===== config.mk =====
export PLATFORM = sky130hd
export DESIGN_NAME = cwc_counter
export DESIGN_NICKNAME = d
export VERILOG_FILES = /design/src/rtl/cwc_pkg.sv /design/src/rtl/cwc_pivot_find.sv /design/src/rtl/cwc_tail_count.sv /design/src/rtl/cwc_step.sv /design/src/rtl/cwc_counter.sv
export SDC_FILE = /design/constraint.sdc
export NUM_CORES = 1
export LEC_CHECK = 0
export BUFFER_PORTS_ARGS = -buffer_cell sky130_fd_sc_hd__buf_2
export CAP_MARGIN = 15
export CORE_MARGIN = 4
export CORE_UTILIZATION = 30
export CTS_CLUSTER_DIAMETER = 150
export DETAILED_ROUTE_END_ITERATION = 16
export GPL_ROUTABILITY_DRIVEN = 1
export GPL_TIMING_DRIVEN = 1
export PLACE_DENSITY = 0.58
export SYNTH_ARGS = -nofsm -noshare
export SYNTH_HDL_FRONTEND = slang
export SYNTH_SLANG_ARGS = --single-unit

===== constraint.sdc =====
create_clock -name clk_i -period 4.4 [get_ports clk_i]
set_clock_uncertainty 0.05 [all_clocks]
set_input_delay 0 -clock clk_i [delete_from_list [all_inputs] [get_ports clk_i]]
set_output_delay 0 -clock clk_i [all_outputs]
set_load 0.1 [all_outputs]

===== src/rtl/cwc_pkg.sv =====
package cwc_pkg;

  // Binomial coefficient, evaluated at elaboration for small arguments.
  function automatic int unsigned cw_choose(input int unsigned n, input int unsigned m);
    longint unsigned acc;
    acc = 1;
    for (int unsigned i = 0; i < n; i++) begin
      acc = acc * (m - i) / (i + 1);
    end
    return int'(acc);
  endfunction

  // Width able to hold values 0..m.
  function automatic int unsigned cw_idx_width(input int unsigned m);
    return $clog2(m + 1);
  endfunction

endpackage


===== src/rtl/cwc_pivot_find.sv =====
// Locates the lowest bit position p (p >= 1) where word[p]=1 and word[p-1]=0.
// That one is the bit that moves down by one place on the next step.
module cwc_pivot_find #(
  parameter int unsigned M  = 6,
  parameter int unsigned IW = 3
) (
  input  logic [M-1:0]  word_i,
  output logic [IW-1:0] pos_o,
  output logic          found_o
);
  always_comb begin
    pos_o   = '0;
    found_o = 1'b0;
    // Scan downward so the lowest match is the one that remains.
    for (int i = int'(M) - 1; i >= 1; i--) begin
      if (word_i[i] && !word_i[i-1]) begin
        pos_o   = IW'(i);
        found_o = 1'b1;
      end
    end
  end
endmodule


===== src/rtl/cwc_tail_count.sv =====
// Counts the ones strictly below position pos-1; those get repacked.
module cwc_tail_count #(
  parameter int unsigned M  = 6,
  parameter int unsigned IW = 3
) (
  input  logic [M-1:0]  word_i,
  input  logic [IW-1:0] pos_i,
  output logic [IW-1:0] cnt_o
);
  always_comb begin
    cnt_o = '0;
    for (int j = 0; j < int'(M); j++) begin
      if ((j + 1) < int'(pos_i) && word_i[j]) cnt_o = cnt_o + 1'b1;
    end
  end
endmodule


===== src/rtl/cwc_step.sv =====
// Builds the next smaller same-weight word: bits above the pivot are kept,
// the pivot one drops by a place, and the tail ones pack directly under it.
module cwc_step #(
  parameter int unsigned M  = 6,
  parameter int unsigned IW = 3
) (
  input  logic [M-1:0]  word_i,
  input  logic [IW-1:0] pos_i,
  input  logic [IW-1:0] cnt_i,
  output logic [M-1:0]  next_o
);
  always_comb begin
    for (int j = 0; j < int'(M); j++) begin
      if (j > int'(pos_i))
        next_o[j] = word_i[j];
      else if (j == int'(pos_i) - 1)
        next_o[j] = 1'b1;
      else if (j < int'(pos_i) - 1 && j >= int'(pos_i) - 1 - int'(cnt_i))
        next_o[j] = 1'b1;
      else
        next_o[j] = 1'b0;
    end
  end
endmodule


===== src/rtl/cwc_counter.sv =====
module cwc_counter #(
  parameter int unsigned N = 3,
  parameter int unsigned M = 6
) (
  input  logic         clk_i,
  input  logic         rst_i,
  input  logic         adv_i,
  output logic [M-1:0] code_o,
  output logic         last_o
);
  import cwc_pkg::*;

  localparam int unsigned IW     = cw_idx_width(M);
  localparam int unsigned PERIOD = cw_choose(N, M);
  localparam int unsigned PW     = $clog2(PERIOD + 1);
  localparam logic [M-1:0] FIRST = ~({M{1'b1}} >> N);
  localparam logic [M-1:0] FINAL = ~({M{1'b1}} << N);

  logic [M-1:0]  code_q;
  logic [M-1:0]  step_w;
  logic [IW-1:0] pos_w;
  logic [IW-1:0] cnt_w;
  logic          found_w;

  cwc_pivot_find #(.M(M), .IW(IW)) u_pivot (
    .word_i(code_q), .pos_o(pos_w), .found_o(found_w)
  );

  cwc_tail_count #(.M(M), .IW(IW)) u_tail (
    .word_i(code_q), .pos_i(pos_w), .cnt_o(cnt_w)
  );

  cwc_step #(.M(M), .IW(IW)) u_step (
    .word_i(code_q), .pos_i(pos_w), .cnt_i(cnt_w), .next_o(step_w)
  );

  always_ff @(posedge clk_i) begin
    if (rst_i)
      code_q <= FIRST;
    else if (adv_i)
      code_q <= last_o ? FIRST : step_w;
  end

  assign code_o = code_q;
  assign last_o = (code_q == FINAL);

  // Advance counter used only by the period check.
  logic [PW-1:0] nadv_q;
  always_ff @(posedge clk_i) begin
    if (rst_i)
      nadv_q <= '0;
    else if (adv_i)
      nadv_q <= last_o ? '0 : nadv_q + 1'b1;
  end

  assert_reset_first_R1: assert property (@(posedge clk_i)
    $past(rst_i) |-> code_q == FIRST);

  assert_weight_R2: assert property (@(posedge clk_i) disable iff (rst_i)
    !$past(rst_i) |-> $countones(code_q) == int'(N));

  assert_descend_R3: assert property (@(posedge clk_i) disable iff (rst_i)
    adv_i && !last_o |=> code_q < $past(code_q));

  assert_flag_pivot_R4: assert property (@(posedge clk_i) disable iff (rst_i)
    !$past(rst_i) |-> last_o == !found_w);

  assert_wrap_R5: assert property (@(posedge clk_i) disable iff (rst_i)
    adv_i && last_o |=> code_q == FIRST);

  assert_hold_R6: assert property (@(posedge clk_i) disable iff (rst_i)
    !adv_i |=> $stable(code_q));

  assert_period_R7: assert property (@(posedge clk_i) disable iff (rst_i)
    !$past(rst_i) && adv_i && last_o |-> nadv_q == PW'(PERIOD - 1));

endmodule


==> impl_metrics.yaml <==
drt:
  vias_per_cell: 5.263
  drt_iter0_drc: 95
  drt_pass1_iterations: 4
  wl_per_cell_um: 13.40
  drc: 0
  antenna_left: 0
  finalWirelength_mm: 2.747
  vias: 1079
clocking:
  clockRootBuffer: "clkbuf_8"
  tritoncts: "yes"
  ctsHoldBuffers: 0
  clk_pin_slew_worst_paths_ns: 0.04
  clock_sinks: 6
  cts_resized: 0
  ctsHtreeMaxLevel: 1
  clock_path_buffers: 2
  cts_inserted_buffers: 3
  post_cts_buffers: 0
  insertion_delay_ns: 0.22
layout:
  drive_gt1_share_pct: 21.66
  fin_nets: 177
  syn_to_final_growth_pct: 11.75
  insertedDiodeCount: 0
  largest_reg_flops: 6
placement:
  gp_congestion: 0.7971
  io_buffers: 9
  dp_hpwl_mm: 2.127
yosys:
  yosysUniqueCellTypes: 53
  yosys.area_share.simple_pct: 27.94
  synth_compound_area_share_pct: 29.38
  synth_edf_count: 0
  synth_xor_area_share_pct: 3.769
  syn-num-nets: 168
  synth_top_family_by_area: "compound AO/OA/AOI/OAI gates"
  syn_avg_cell_area_um2: 7.524
  ys_ff_latch: 6
  post_synth_fa_ha_maj_area_fraction_pct: 18.18
  synthMuxAreaShare_pct: 0.8869
  synth-warning-count: 0
  synth_cells: 150
  syn_area_mm2: 0.001129
  ys.flop_type: "dfxtp_1"
  ys_async_sr_fraction_pct: 0
  ys_seq_area_share_pct: 10.64
die:
  dieWidth_um: 69.34
  dieArea_mm2: 0.004807
  die_h_um: 69.34
  rows: 22
  boundaryPins: 10
  start_util_pct: 30.83
  core-area_mm2: 0.003661
global_routing:
  antenna_found_initial: 0
  overflow: 0
  grt_max_degree: 17
  grt_pass1_vias: 1024
  grt_use_total_pct: 12.07
  grt_pass1_wl_mm: 4.871
setup_path:
  cp-start-kind: "flip-flop"
  cp.required_ns: 4.49
  cp.arrival_ns: 4.12
  crit_type: "flip-flop to flip-flop"
  path_common_cell: "ha_1"
  slowest_delay_ns: 0.53
  reg2reg_depth: 16
  end_kind: "flip-flop"
  crit_slowest_cell: "or4_4"
  crit_chain: "or4_4 > nand2b_4 > a31oi_2 > and2_1 > ha_1 > xor2_2 > inv_1 > ha_1 > nand2_1 > o21a_1 > fa_1 > xor2_1 > or3b_2 > nor3_1 > a21oi_1 > o221ai_1"
  cp_max_fo: 12
  r2r_slack_ns: 0.36
  reg2reg_from: "code_o[4]"
  r2r_end: "code_o[0]"
min_path:
  hp-start: "rst_i"
  hp-class: "primary input to flip-flop"
  min_to: "code_o[2]"
  holdPathStages: 2
timing:
  timing.fmax_mhz: 247.8
  finalHoldViolations: 0
  worstMarginPinSlew_ns: 0.4882
  tns_ns: 0
  maxSlewViolCount: 0
  period_minus_slack_ns: 4.036
  setup_viol: 0
  finalCritPeriodShare_pct: 91.72
  max-slew-margin-rel_pct: 67.68
  rsz0062_at_grt: "no"
outcome:
  status: "completed"
flow_run:
  max-cap-violations: 0
==> per-layer routing <==
metal | wire length, um | vias up | share of wire (%) | global-route usage (%)
met5 | 0 | - | 0 | 0
met4 | 6 | 0 | 0.22 | 2.169
met3 | 139 | 2 | 5.1 | 3.623
met2 | 1216 | 26 | 44 | 18.86
met1 | 1385 | 493 | 50 | 16.48
li1 | - | 558 | - | -
==> layout by cell type, fill, tap and decap left out, types with 2 or more instances in the layout <==
cell and count:
a2111o_1 2, a21oi_1 9, a2bb2oi_1 2, a31oi_1 3, a31oi_2 2, and3_1 2, buf_2 9, buf_4 4
clkbuf_8 3, dfxtp_2 6, ha_1 14, inv_1 14, nand2_1 16, nand2b_1 4, nand2b_4 2, nand3_1 4
nand4_1 2, nor2_1 8, nor2b_1 3, nor3_1 6, o21a_1 2, o21ai_0 7, o22ai_1 3, xor2_1 2
==> worst max-delay path by stage <==
stage	start	cells past startpoint	slack (ns)	end
CTS	code_o[4]	16	0.37	code_o[0]
global route	code_o[3]	18	0.11	code_o[0]
detailed placement	code_o[4]	16	0.40	code_o[0]
global placement	code_o[4]	16	0.45	code_o[0]
floorplan	code_o[3]	18	0.07	code_o[0]
finish	code_o[4]	16	0.36	code_o[0]
==> logic make-up (layout without fill, tap and decap cells) <==
kind of cell | Yosys count | count (layout)
AO/OA/AOI/OAI | 44 | 44
XOR/XNOR | 4 | 4
adder cells (fa/ha/maj) | 16 | 16
buffers and inverters | 23 | 30
flip-flops | 6 | 6
multiplexers | 1 | 1
AND/OR/NAND/NOR | 56 | 56
==> cell type report <==
type,count,area (um2)
inverters,14,52.55
multi-input cells,121,904.6
clock buffers,3,41.29
flip-flops and latches,6,127.6
well taps,48,60.06
fillers,380,2400
repair buffers,13,75.07
==> synthesized netlist by cell type (4+ instances only) <==
cell | count | area [um2]
nor2_1 | 8 | 30.03
nor3_1 | 6 | 30.03
clkbuf_1 | 4 | 15.01
nand3_1 | 4 | 20.02
dfxtp_1 | 6 | 120.1
o21ai_0 | 7 | 35.03
nand2b_1 | 4 | 25.02
ha_1 | 14 | 175.2
nand2_1 | 16 | 60.06
a21oi_1 | 9 | 45.04
inv_1 | 14 | 52.55
==> worst max-delay path: cells and delay by family (launching register included) <==
family / cells / cell delay [ns]
AOI/OAI and AO/OA: 4 / 0.48
DFF: 1 / 0.37
xor gates and xnor gates: 2 / 0.38
buffers and inverters: 1 / 0.06
adders and majority gates: 3 / 1.04
and+or+nand+nor: 6 / 1.55
==> stage by stage <==
stage	utilization (%)	hold WS [ns]	instance area, um2	worst slack, ns	instances
after floorplan	-	0.2187	1136	0.07413	150
after global placement	33.32	0.2421	1220	0.4472	202
after detailed placement	33.32	0.2489	1220	0.3979	202
after CTS	34.45	0.02187	1261	0.3694	205
after global routing	34.45	0.04708	1261	0.1131	205
final	34.45	0.01939	1261	0.3644	205
Power is not shown: default switching activity piles up to over one toggle a cycle in this logic, so the estimate is an artifact.
